==> config.mk <==
export PLATFORM = sky130hd
export DESIGN_NAME = keyed_wdt
export DESIGN_NICKNAME = d
export VERILOG_FILES = /design/src/rtl/wdt_pkg.sv /design/src/rtl/wdt_regs.sv /design/src/rtl/wdt_div.sv /design/src/rtl/wdt_stage.sv /design/src/rtl/keyed_wdt.sv
export SDC_FILE = /design/constraint.sdc
export NUM_CORES = 1
export LEC_CHECK = 0
export CORE_MARGIN = 3
export CORE_UTILIZATION = 40
export CTS_CLUSTER_DIAMETER = 50
export DETAILED_ROUTE_END_ITERATION = 8
export GPL_ROUTABILITY_DRIVEN = 0
export PLACE_DENSITY_LB_ADDON = 0.3
export SLEW_MARGIN = 20
export SYNTH_ARGS = -nofsm -noshare
export SYNTH_HDL_FRONTEND = slang
export SYNTH_SLANG_ARGS = --single-unit
==> constraint.sdc <==
create_clock -name clk_i -period 2.56 [get_ports clk_i]
set_input_delay 0.512 -clock clk_i [delete_from_list [all_inputs] [get_ports clk_i]]
set_output_delay 0.512 -clock clk_i [all_outputs]
set_load 0.05 [all_outputs]
==> src/rtl/wdt_pkg.sv <==
package wdt_pkg;
  localparam int unsigned ADDR_W = 2;
  localparam int unsigned DATA_W = 8;

  typedef enum logic [ADDR_W-1:0] {
    ADDR_CTRL = 2'd0,
    ADDR_KEY  = 2'd1,
    ADDR_STAT = 2'd2
  } wdt_addr_e;

  localparam logic [DATA_W-1:0] KEY_CLEAR   = 8'h4E;
  localparam logic [DATA_W-1:0] KEY_DISABLE = 8'hB1;
endpackage

==> src/rtl/wdt_regs.sv <==
module wdt_regs
  import wdt_pkg::*;
(
  input  logic              clk_i,
  input  logic              rst_ni,
  input  logic              wr_en_i,
  input  logic [ADDR_W-1:0] wr_addr_i,
  input  logic [DATA_W-1:0] wr_data_i,
  output logic              run_o,
  output logic              kick_o,
  output logic              stat_clr_o
);
  logic run_q, pend_q;
  logic wr_ctrl, wr_key;

  assign wr_ctrl    = wr_en_i && (wr_addr_i == ADDR_CTRL);
  assign wr_key     = wr_en_i && (wr_addr_i == ADDR_KEY);
  assign kick_o     = wr_key && (wr_data_i == KEY_CLEAR);
  assign stat_clr_o = wr_en_i && (wr_addr_i == ADDR_STAT);
  assign run_o      = run_q;

  always_ff @(posedge clk_i or negedge rst_ni) begin
    if (!rst_ni) begin
      run_q  <= 1'b1;
      pend_q <= 1'b0;
    end else if (wr_ctrl) begin
      if (wr_data_i[0]) begin
        run_q  <= 1'b1;
        pend_q <= 1'b0;
      end else begin
        pend_q <= run_q;
      end
    end else if (wr_key && (wr_data_i == KEY_DISABLE) && pend_q) begin
      run_q  <= 1'b0;
      pend_q <= 1'b0;
    end
  end
endmodule

==> src/rtl/wdt_div.sv <==
module wdt_div #(
  parameter int unsigned BASE_LOG2 = 13,
  parameter int unsigned STEP_LOG2 = 2,
  parameter int unsigned SEL_W     = 2,
  localparam int unsigned N_SEL    = 1 << SEL_W,
  localparam int unsigned DIV_W    = BASE_LOG2 + STEP_LOG2 * (N_SEL - 1)
) (
  input  logic             clk_i,
  input  logic             rst_ni,
  input  logic             run_i,
  input  logic             en_i,
  input  logic             clr_i,
  input  logic [SEL_W-1:0] sel_i,
  output logic             tick_o
);
  logic [DIV_W-1:0] div_q;
  logic [N_SEL-1:0] tap_full;

  for (genvar s = 0; s < N_SEL; s++) begin : g_tap
    localparam int unsigned PLOG = BASE_LOG2 + STEP_LOG2 * s;
    assign tap_full[s] = &div_q[PLOG-1:0];
  end

  assign tick_o = run_i && en_i && !clr_i && tap_full[sel_i];

  always_ff @(posedge clk_i or negedge rst_ni) begin
    if (!rst_ni)                div_q <= '0;
    else if (!run_i || clr_i)   div_q <= '0;
    else if (en_i)              div_q <= div_q + 1'b1;
  end
endmodule

==> src/rtl/wdt_stage.sv <==
module wdt_stage #(
  parameter int unsigned STAGES   = 2,
  parameter int unsigned HOLD_CYC = 4,
  localparam int unsigned HOLD_W  = $clog2(HOLD_CYC + 1)
) (
  input  logic clk_i,
  input  logic rst_ni,
  input  logic run_i,
  input  logic tick_i,
  input  logic kick_i,
  output logic fire_o,
  output logic hold_o
);
  logic [STAGES-1:0] cnt_q;
  logic [HOLD_W-1:0] hold_q;
  logic              req_q;

  assign fire_o = tick_i && !kick_i && !req_q && (&cnt_q);
  assign hold_o = req_q;

  always_ff @(posedge clk_i or negedge rst_ni) begin
    if (!rst_ni)                            cnt_q <= '0;
    else if (!run_i || kick_i || req_q)     cnt_q <= '0;
    else if (tick_i)                        cnt_q <= cnt_q + 1'b1;
  end

  always_ff @(posedge clk_i or negedge rst_ni) begin
    if (!rst_ni) begin
      req_q  <= 1'b0;
      hold_q <= '0;
    end else if (fire_o) begin
      req_q  <= 1'b1;
      hold_q <= HOLD_W'(HOLD_CYC - 1);
    end else if (req_q) begin
      if (hold_q == '0) req_q <= 1'b0;
      else              hold_q <= hold_q - 1'b1;
    end
  end
endmodule

==> src/rtl/keyed_wdt.sv <==
module keyed_wdt
  import wdt_pkg::*;
#(
  parameter int unsigned DIV_BASE_LOG2 = 13,
  parameter int unsigned DIV_STEP_LOG2 = 2,
  parameter int unsigned SEL_W         = 2,
  parameter int unsigned STAGES        = 2,
  parameter int unsigned HOLD_CYC      = 4
) (
  input  logic              clk_i,
  input  logic              rst_ni,
  input  logic              en_i,
  input  logic [SEL_W-1:0]  sel_i,
  input  logic              wr_en_i,
  input  logic [ADDR_W-1:0] wr_addr_i,
  input  logic [DATA_W-1:0] wr_data_i,
  output logic              rst_req_o,
  output logic              status_o
);
  logic run, kick, stat_clr, tick, fire, hold;
  logic stat_q;

  wdt_regs u_regs (
    .clk_i, .rst_ni, .wr_en_i, .wr_addr_i, .wr_data_i,
    .run_o(run), .kick_o(kick), .stat_clr_o(stat_clr)
  );

  wdt_div #(.BASE_LOG2(DIV_BASE_LOG2), .STEP_LOG2(DIV_STEP_LOG2), .SEL_W(SEL_W)) u_div (
    .clk_i, .rst_ni, .run_i(run), .en_i, .clr_i(hold), .sel_i, .tick_o(tick)
  );

  wdt_stage #(.STAGES(STAGES), .HOLD_CYC(HOLD_CYC)) u_stage (
    .clk_i, .rst_ni, .run_i(run), .tick_i(tick), .kick_i(kick),
    .fire_o(fire), .hold_o(hold)
  );

  always_ff @(posedge clk_i or negedge rst_ni) begin
    if (!rst_ni)       stat_q <= 1'b0;
    else if (fire)     stat_q <= 1'b1;
    else if (stat_clr) stat_q <= 1'b0;
  end

  assign rst_req_o = hold;
  assign status_o  = stat_q;
endmodule

# [Word-level counts from Yosys, hierarchy flattened]
# Index checks and enable logic that the tools add are counted.
# W data, S select, Z words.
[word_totals] register_bits=28 latchBits=0 ramBits=0 romBits=0 output_inout_bits=2 wordCells=68 n_memories=0
[classes] addsub=3 n_mul=0 n_div=0 n_lt_le_gt_ge=1 n_eq_ne=6 shifts=0 mux=19 n_bitwise=0 n_reduce_logical=32
[ops] op="$mux W19" n=2
[ops] op="$add A19 B1 Y19 const B" n=1
[ops] op="$reduce_and A19 Y1" n=1
[ops] op="$reduce_and A17 Y1" n=1
[ops] op="$reduce_and A15 Y1" n=1
[ops] op="$reduce_and A13 Y1" n=1
[ops] op="$logic_and A1 B1 Y1" n=12
[ops] op="$mux W1" n=11
[ops] op="$reduce_bool A2 Y1" n=5
[ops] op="$mux W3" n=3
[ops] op="$eq A8 B7 Y1 const B" n=1
[ops] op="$eq A8 B8 Y1 const B" n=1
[ops] op="$reduce_and A2 Y1" n=3
[ops] op="$mux W2" n=2
[ops] op="$ne A2 B2 Y1 const B" n=2
[ops] op="$logic_not A1 Y1" n=3
[ops] op="$logic_not A3 Y1" n=1
[ops] op="$logic_or A1 B1 Y1" n=3
[ops] op="$lt A2 B3 Y1 const B" n=1
[ops] op="$sub A3 B1 Y3 const B" n=1
[ops] op="$add A2 B1 Y2 const B" n=1
[ops] op="$bmux W1 S2" n=1
[ops] op="$eq A2 B1 Y1 const B" n=1
[ops] op="$eq A2 B2 Y1 const B" n=1
[ops] op="$logic_not A2 Y1" n=1

# [Logic depth before layout (Yosys ltp)]
# Gate-level depths: netlist of run 1.
[depth] word_depth=9 depth_mapped=8

# [Cells and area by module]
# A second synthesis of run 1 with hierarchy kept.
[unflattened] hier_cells=163 area_unflattened_um2=1572.8
[by_module_without_submodules] mod="wdt_div" n_inst=1 cells_per_inst=112 area_each_um2=1044.8 seq_area_each_um2=475.5
[by_module_without_submodules] mod="wdt_stage" n_inst=1 cells_per_inst=31 area_each_um2=329.1 seq_area_each_um2=150.1
[by_module_without_submodules] mod="wdt_regs" n_inst=1 cells_per_inst=17 area_each_um2=162.7 seq_area_each_um2=51.3
[by_module_without_submodules] mod="keyed_wdt" n_inst=1 cells_per_inst=3 area_each_um2=36.3 seq_area_each_um2=25.0

# [Least setup slack after synthesis of run 1]
# Ideal clock, no wire load.
[synth_path] path_kind="register to register" from="register u_div.div_q[0]" to="register u_stage.hold_q[1]" arrival_ns=1.733 required_time_ns=2.412 setup_slack_ns=0.679 stages_incl_launch_ff=9 path_buffers=0 path_cell_list="dfrtp_1 > ha_1 > and4_1 > and3_1 > ha_1 > nand4b_1 > nor2_1 > a41oi_2 > o221ai_1"
[synth_via] elab_chain_cells=9 elab_cells_between_ends=14
[synth_lines] element="start, declared" line_no="wdt_div.sv:16" rtl="logic [DIV_W-1:0] div_q;"
[synth_lines] element="start signal, assigned" line_no="wdt_div.sv:29" rtl="else if (en_i) div_q <= div_q + 1'b1;"
[synth_lines] element="$reduce_and A19 Y1 (tied with other cells)" line_no="wdt_div.sv:21" rtl="assign tap_full[s] = &div_q[PLOG-1:0];"
[synth_lines] element="$bmux W1 S2 *" line_no="wdt_div.sv:24" rtl="assign tick_o = run_i && en_i && !clr_i && tap_full[sel_i];"
[synth_lines] element="$mux W1 (implied by the code) *" line_no="wdt_div.sv:24"
[synth_lines] element="$logic_and A1 B1 Y1 *" line_no="wdt_div.sv:24"
[synth_lines] element="$logic_and A1 B1 Y1 * (3 in a row)" line_no="wdt_stage.sv:18" rtl="assign fire_o = tick_i && !kick_i && !req_q && (&cnt_q);"
[synth_lines] element="$ne A2 B2 Y1 (no source line) / $reduce_bool A2 Y1 (equally long branches)"
[synth_lines] element="$reduce_and A2 Y1 (no source line)"
[synth_lines] element="end signal, assigned" line_no="wdt_stage.sv:33" rtl="hold_q <= HOLD_W'(HOLD_CYC - 1);"
[synth_lines] element="end signal, assigned" line_no="wdt_stage.sv:36" rtl="else hold_q <= hold_q - 1'b1;"
[synth_lines] element="end, declared" line_no="wdt_stage.sv:15" rtl="logic [HOLD_W-1:0] hold_q;"
# Every way passes the cells marked *; elsewhere a longest branch is shown, timed or not. The select of a mux whose other input is x is not followed.
# A chain may end at the register's enable or synchronous reset.

# [Worst setup path in the final report of run 1]
# Ends and elaborated chain as after synthesis.

==> results of run 1 <==
-- worst paths after layout --
kind / depth (start not counted) / endpoint / from
max in group asynchronous: 2 / u_regs.run_o / rst_ni
hold reg to reg: 2 / u_stage.hold_q[1] / u_stage.hold_q[1]
min in group asynchronous: 2 / u_div.div_q[11] / rst_ni
setup reg to reg: 8 / u_stage.hold_q[1] / u_div.div_q[0]
setup / recovery: 8 / u_stage.hold_q[1] / u_div.div_q[0]
hold / removal: 2 / u_stage.hold_q[1] / u_stage.hold_q[1]
-- routing by layer --
| metal | vias up | track usage, % |
|---|---|---|
| li1 | 596 | - |
| met1 | 582 | 20.9 |
| met2 | 27 | 22.5 |
| met3 | 2 | 4.54 |
| met4 | 0 | 3.16 |
| met5 | - | 0 |
-- power by group --
group / internal [uW] / switching [uW]
Clock: 112 / 133
Sequential: 478 / 45.4
Combinational: 67.3 / 69.3
Total: 657 / 247
-- cell usage after synthesis (2+ instances only) --
library cell / number / area [um2]
a31oi_1: 3 / 18.8
nor4_4: 2 / 42.5
mux2i_1: 5 / 50.1
ha_1: 5 / 62.6
inv_1: 5 / 18.8
nor3_1: 3 / 15.0
dfrtp_1: 27 / 676
nor4_1: 2 / 12.5
and4_1: 4 / 35.0
nand2_1: 13 / 48.8
xor2_1: 5 / 43.8
nand3_1: 5 / 25.0
o21ai_1: 3 / 15.0
nor2_1: 19 / 71.3
xnor2_1: 9 / 78.8
a21oi_1: 3 / 15.0
o21ai_0: 2 / 10.0
nand3b_1: 3 / 22.5
nand2b_1: 3 / 18.8
a41o_1: 2 / 20.0
nand4_1: 4 / 25.0
and3_1: 2 / 12.5
-- logic make-up (layout without fill, tap and decap cells) --
group	count (synthesis)	count (layout)	synth area share, %
AND/OR/NAND/NOR	72	72	28.3
AO/OA/AOI/OAI	21	21	9.58
flip-flops	28	28	44.4
XOR/XNOR	14	14	7.76
buffers and inverters	9	28	2.85
adder cells (fa/ha/maj)	5	5	3.96
multiplexers	5	5	3.17
-- tightest hold or removal path, delay by kind of cell (launching register included) --
family,cells,cell delay (ps)
DFF,1,360
AOI/OAI and AO/OA,1,60
and+or+nand+nor,1,50
-- area by class of cell --
| cell class | instances | area, um2 | area share, % |
|---|---|---|---|
| multi-input combinational | 117 | 833 | 45.2 |
| sequential | 28 | 702 | 38.1 |
| timing repair buffer | 19 | 185 | 10.0 |
| tap | 48 | 60.1 | 3.26 |
| clock buffer | 4 | 45.0 | 2.44 |
| inverter | 5 | 18.8 | 1.02 |
-- layout by cell type (no fill, tap or decap), types with 2 or more instances in the layout --
master,synthesis,final
buf_4,0,2
mux2i_1,5,5
and3_1,2,2
a21oi_1,3,3
nor2_1,19,19
o21ai_0,2,2
ha_1,5,5
xnor2_1,9,9
inv_1,5,5
and4_1,4,4
a41o_1,2,2
nor4_4,2,2
xor2_1,5,5
nor3_1,3,3
a31oi_1,3,3
nor4_1,2,2
nand3b_1,3,3
nand2_1,13,13
nand2b_1,3,3
nand4_1,4,4
dfrtp_1,27,27
clkbuf_8,1,3
nand3_1,5,5
clkdlybuf4s50_1,0,17
o21ai_1,3,3
-- per-stage QoR --
stage / worst slack [ps] / total power (uW) / std cells
2_1_floorplan: 679 / 609 / 154
3_3_place_gp: 401 / 664 / 217
3_5_place_dp: 347 / 671 / 217
4_1_cts: 434 / 915 / 221
5_1_grt: 301 / 962 / 221
6_report: 440 / 905 / 221
-- sequential cells by signal, summed over array words and instances, names as in the netlist --
register,flops
status_o,1
u_div.div_q,19
u_regs.pend_q,1
u_regs.run_o,1
u_stage.cnt_q,2
u_stage.hold_o,1
u_stage.hold_q,3
==> impl_metrics.toml, run 1 <==
[outcome]
status = "finished, final reports clean"

[timing]
fmax_mhz = 472
worst_pin_slew_ps = 504
finalSetupViolCount = 0
final_max_slew_viol_count = 0
period_share_pct = 82.8
finalHoldWorstSlack_ps = 515
rsz0062_at_grt = "false"
finalSetupTns_ps = 0
fin_crit_ps = 2120
relSlewSlack_pct = 66.3
fin_skew_ps = 3.35
finalHoldViolCount = 0

[clock_tree]
insertion_delay_ps = 270
htreeDepth = 1
path_clk_slew_ps = 90
cts_hold_buf = 0
post_cts_buffers = 0
cts-root-buf = "clkbuf_8"
cts_max_path_buffers = 2
cts_buffers = 3
numClockSinks = 28
cts_resized = 0
cts_tree = "built"

[synthesis]
synth-seq-area-share_pct = 44.4
async_flop_share_pct = 100
synth-edff-count = 0
syn_nets = 175
ys_types = 47
yosysWarnings = 0
synth_top_flop_cell = "dfrtp_1"
avgSynthCellArea_um2 = 10.3
syn_area_um2 = 1580
syn_inst = 154
yosys_register_bits = 28

[global_route]
grt-ovfl-total = 0
antenna_found_initial = 0
grt_max_degree = 29
first_global_vias = 1188
grt_pass1_wl_mm = 5.37
grt_usage_pct = 14.9

[routing]
dr_wl_met2_mm = 1.26
met1_length_mm = 1.49
drt-initial-drc-count = 63
drt_first_pass_iters = 4
highest_layer = "met4"
vias = 1207
drc_errors = 0
via_per_inst = 5.46
dr_wl_met3_um = 150
detail-route-antenna-nets = 0
drt-total-wl_mm = 2.91
wl_per_cell_um = 13.2

[floorplanning]
die_w_um = 68.9
die_area_um2 = 4740
start_util_pct = 42.2
row_count = 22
die_h_um = 68.9
ios = 18
core_um2 = 3740

[placement]
port_buffers = 17
dpl.hpwl_mm = 2.22
placed_area_um2 = 1800

[hold_path]
hold_class = "flop to flop"

[setup_path]
r2r_slack_ps = 440
startpoint_type = "flop"
cp.arrival_ps = 2250
path_class = "flop to flop"
endpoint_kind = "flop"
slowest_stage = "dfrtp_1"
path_delay_family = "compound AO/OA/AOI/OAI gates"
cpMostUsedCell = "ha_1"
path_buf_inv = 0
cpPeakStageDelay_ps = 430
crit_required_ps = 2690
path_cells = "ha_1 -> and4_1 -> and3_1 -> ha_1 -> nand4b_1 -> nor2_1 -> a41oi_2 -> o221ai_1"
crit_fanout = 7

[finish]
syn2layout_area_growth_pct = 16.7
layout-drive-gt1-share_pct = 8.09
layout.nets = 195
fillers = 360
diodes = 0
fin_area_um2 = 1840
utilization_pct = 49.3

[power_and_ir_drop]
ir_drop_uv = 259
power.density_nw_per_um2 = 490
static-leakage-power_uw = 0.000858

[run]
drv_cap = 0
No activity file was read; power rests on OpenSTA's default activity.
==> run 2, diff against run 1 <==
clock period = 2.1 ns   (was 2.56 ns; I/O delays follow)
==> impl_metrics.toml, run 2 (synthesis results as in run 1) <==
[outcome]
status = "finished, final reports clean"

[floorplanning]
core_um2 = 3740
row_count = 22
start_util_pct = 42.2
ios = 18
die_h_um = 68.9
die_w_um = 68.9
die_area_um2 = 4740

[routing]
drt-total-wl_mm = 3.09
drt_first_pass_iters = 4
wl_per_cell_um = 13.5
drt-initial-drc-count = 57
drc_errors = 0
detail-route-antenna-nets = 0
vias = 1233
via_per_inst = 5.38

[placement]
port_buffers = 17
post-place-ws_ps = 2.37
placed_area_um2 = 1820
dpl.hpwl_mm = 2.44

[finish]
largest_reg_flops = 19
utilization_pct = 51.2
fin_area_um2 = 1920
top_regs = "u_div.div_q x19, u_stage.hold_q x3, u_stage.cnt_q x2"
final_common_cell = "dfrtp_1"
largest-register = "u_div.div_q"
syn2layout_area_growth_pct = 21.3
final_cell_mix = "dfrtp_1, nor2_1, clkdlybuf4s50_1"
diodes = 0
layout.nets = 203
fillers = 367
layout-drive-gt1-share_pct = 14.4

[setup_path]
r2r-end = "u_stage.cnt_q[1]"
cpPeakStageDelay_ps = 850
path_buf_inv = 1
path_class = "flop to output port"
cp.arrival_ps = 1550
reg2regPathDepth = 9
slowest_stage = "clkdlybuf4s50_1"
path_delay_family = "buffers and inverters"
path_cells = "clkdlybuf4s50_1"
r2r_slack_ps = 150
startpoint_type = "flop"
reg2reg_from = "u_div.div_q[0]"
endpoint_kind = "output port"
crit_fanout = 6
crit_required_ps = 1680

[timing]
finalSetupTns_ps = 0
timing.final.ws_setup_ps = 125
fin_skew_ps = 6.98
finalSetupViolCount = 0
period_share_pct = 94.0
finalHoldViolCount = 0
final_max_slew_viol_count = 0
fin_crit_ps = 1970
fmax_mhz = 506
worst_pin_slew_ps = 504
relSlewSlack_pct = 66.3
rsz0062_at_grt = "false"

[clock_tree]
numClockSinks = 28
htreeDepth = 1
cts_tree = "built"
cts_hold_buf = 0
cts_max_path_buffers = 2
insertion_delay_ps = 270
path_clk_slew_ps = 90
cts-root-buf = "clkbuf_8"
cts_buffers = 3

[hold_path]
hold_end = "u_stage.hold_q[1]"
hold_class = "flop to flop"
hold-path-cell-count = 2
hold_start = "u_stage.hold_q[1]"

[power_and_ir_drop]
post-layout-total-power_uw = 1140
static-leakage-power_uw = 0.000906
ir_drop_uv = 279
power.density_nw_per_um2 = 593

[global_route]
antenna_found_initial = 0
grt_max_degree = 29
grt_pass1_wl_mm = 5.54
first_global_vias = 1239
grt-ovfl-total = 0
grt_usage_pct = 15.3

[run]
drv_cap = 0
[run 2: changes by cell type in the layout (fill, tap and decap cells not counted)]
cell | before | now
buf_4 | 2 | 10
dfrtp_1 | 27 | 24
dfrtp_2 | 0 | 3
ha_1 | 5 | 4
ha_2 | 0 | 1
nor3_2 | 1 | 0
nor3_4 | 0 | 1
[run 2: routing by layer]
metal	routed length [um]	global-route usage, %	vias to the layer above
met2	1440	25.0	25
li1	-	-	612
met4	8	2.19	0
met3	134	3.08	2
met5	0	0	-
met1	1510	21.3	594
[run 2: worst max-delay path by stage]
stage                               from                 to  slack, ps  depth (start not counted)
final                     u_stage.hold_o          rst_req_o        130                          1
after floorplan           u_div.div_q[0]  u_stage.hold_q[1]        220                          8
after CTS                 u_div.div_q[3]  u_stage.hold_q[2]         80                          9
after global placement    u_div.div_q[0]  u_stage.hold_q[1]         40                          8
after detailed placement            en_i    u_div.div_q[15]          2                          5
after global routing      u_div.div_q[5]  u_stage.hold_q[1]          9                          9
[run 2: where the power goes]
group | switching, uW | internal [uW] | leakage [uW]
sequential | 53.4 | 585 | 0.000376
clock | 155 | 136 | 0.0000228
combinational | 99.7 | 109 | 0.000507
total | 308 | 830 | 0.000906
[run 2: area by class of cell]
cell class,count,area [um2],area share [%]
Inverter,5,18.8,0.979
Timing Repair Buffer,27,245,12.8
Sequential cell,28,706,36.8
Tap cell,48,60.1,3.13
Multi-Input combinational cell,117,842,43.9
Clock buffer,4,45.0,2.35
[run 2: timing repair]
item	CTS	global route
buffers inserted	1	4
resized for setup	0	5
setup endpoints to repair	3	5
pin swaps	0	0
[run 2: stage by stage]
| step | hold WS [ps] | instances |
|---|---|---|
| after global routing | 547 | 229 |
| after CTS | 500 | 225 |
| after global placement | 485 | 220 |
| final | 496 | 229 |
| after floorplan | 124 | 154 |
| after detailed placement | 479 | 220 |
==> run 3, diff against run 2 <==
PLACE_DENSITY_LB_ADDON = unset   (was 0.3)
==> impl_metrics.toml, run 3 (synthesis results as in run 1) <==
[finish]
final_cell_mix = "dfrtp_1, nor2_1, clkdlybuf4s50_1"
layout.nets = 202
top_regs = "u_div.div_q x19, u_stage.hold_q x3, u_stage.cnt_q x2"
final_common_cell = "dfrtp_1"
syn2layout_area_growth_pct = 22.5
diodes = 0
layout-drive-gt1-share_pct = 14.4
fillers = 374
largest-register = "u_div.div_q"
largest_reg_flops = 19

[clock_tree]
cts_tree = "built"
cts_hold_buf = 0
cts-root-buf = "clkbuf_8"
cts_buffers = 3
path_clk_slew_ps = 90
htreeDepth = 1
cts_max_path_buffers = 2
insertion_delay_ps = 270
numClockSinks = 28

[routing]
drt-initial-drc-count = 73
vias = 1233
wl_per_cell_um = 14.9
drc_errors = 0
drt-total-wl_mm = 3.40
detail-route-antenna-nets = 0
drt_first_pass_iters = 4
via_per_inst = 5.41

[global_route]
grt_pass1_wl_mm = 5.75
grt_max_degree = 29
first_global_vias = 1274
grt_usage_pct = 16.1
grt-ovfl-total = 0
antenna_found_initial = 0

[setup_path]
startpoint_type = "flop"
cpPeakStageDelay_ps = 440
crit_fanout = 7
path_class = "flop to flop"
path_buf_inv = 0
r2r_slack_ps = 80
slowest_stage = "dfrtp_2"
path_delay_family = "simple AND/OR/NAND/NOR gates"
endpoint_kind = "flop"
critPathCapture = "u_stage.hold_q[2]"
path_cells = "nand4_2 -> nor3_4 -> and3_1 -> ha_1 -> nand4b_1 -> nor2_1 -> a41oi_4 -> o21a_1"
reg2reg_from = "u_div.div_q[12]"
cp.arrival_ps = 2190
crit_path_start = "u_div.div_q[12]"
cp.depth = 8
reg2regPathDepth = 8
r2r-end = "u_stage.hold_q[2]"
crit_required_ps = 2270

[timing]
finalSetupTns_ps = 0
fin_crit_ps = 2020
period_share_pct = 96.3
fin_skew_ps = 5.31
relSlewSlack_pct = 63.4
fmax_mhz = 495
timing.final.ws_setup_ps = 78.1
finalSetupViolCount = 0
finalHoldViolCount = 0
worst_pin_slew_ps = 543
final_max_slew_viol_count = 0

[power_and_ir_drop]
static-leakage-power_uw = 0.000910
ir_drop_uv = 412
power.density_nw_per_um2 = 617

[placement]
port_buffers = 17
post-place-ws_ps = 45.0
dpl.hpwl_mm = 2.57

[floorplanning]
die_w_um = 68.9
core_um2 = 3740
die_h_um = 68.9
die_area_um2 = 4740
row_count = 22
ios = 18
start_util_pct = 42.2

[outcome]
status = "finished, final reports clean"

[run]
drv_cap = 0

[hold_path]
hold_class = "flop to flop"
-- run 3: changes by cell type in the layout (fill, tap and decap cells not counted), sizes merged --
cell	change
buf	-1
-- run 3: repair_timing --
action,in CTS,in global routing
gates resized for setup,0,6
buffers inserted,0,1
endpoints found under the setup margin,0,7
-- run 3: stage by stage --
stage               total power (uW)  cells  util (%)  hold WS [ps]  cell area [um2]
global route                    1260    228      51.7           547             1940
CTS                             1190    227      50.7           507             1900
detailed placement               858    223      49.3           484             1840
global placement                 840    223      49.3           472             1840
floorplan                        743    154         -           124             1580
finish                          1190    228      51.7           505             1940
-- run 3: metal layers --
layer  wire length (um)  vias to the layer above  track usage, %
met5                  0                        -               0
met4                 29                        0            3.16
met3                105                        4            4.21
met2               1780                       17            27.7
met1               1480                      604            20.2
li1                   -                      608               -
-- run 3: power breakdown --
part / switching (uW) / internal [uW]
clock: 160 / 168
combinational: 119 / 121
sequential: 43.1 / 584
-- run 3: layout make-up --
| class | instances | area (um2) | share of cell area (%) |
|---|---|---|---|
| clock buffers | 4 | 55.1 | 2.84 |
| inverters | 5 | 18.8 | 0.970 |
| multi-input cells | 117 | 860 | 44.4 |
| flip-flops and latches | 28 | 704 | 36.4 |
| well taps | 48 | 60.1 | 3.10 |
| repair buffers | 26 | 238 | 12.3 |
-- run 3: worst reg2reg max path: stages (launching register included) --
cell and delay [ps]:
dfrtp_2 440, nand4_2 200, nor3_4 300, and3_1 190, ha_1 140, nand4b_1 110
nor2_1 220, a41oi_4 100, o21a_1 230
-- run 3: worst min-delay path by stage --
stage / depth (start not counted) / to / startpoint
final: 2 / status_o / status_o
after global routing: 2 / status_o / rst_ni
after CTS: 2 / status_o / status_o
after detailed placement: 2 / status_o / status_o
after global placement: 2 / u_stage.hold_q[1] / u_stage.hold_q[1]
after floorplan: 0 / status_o / rst_ni
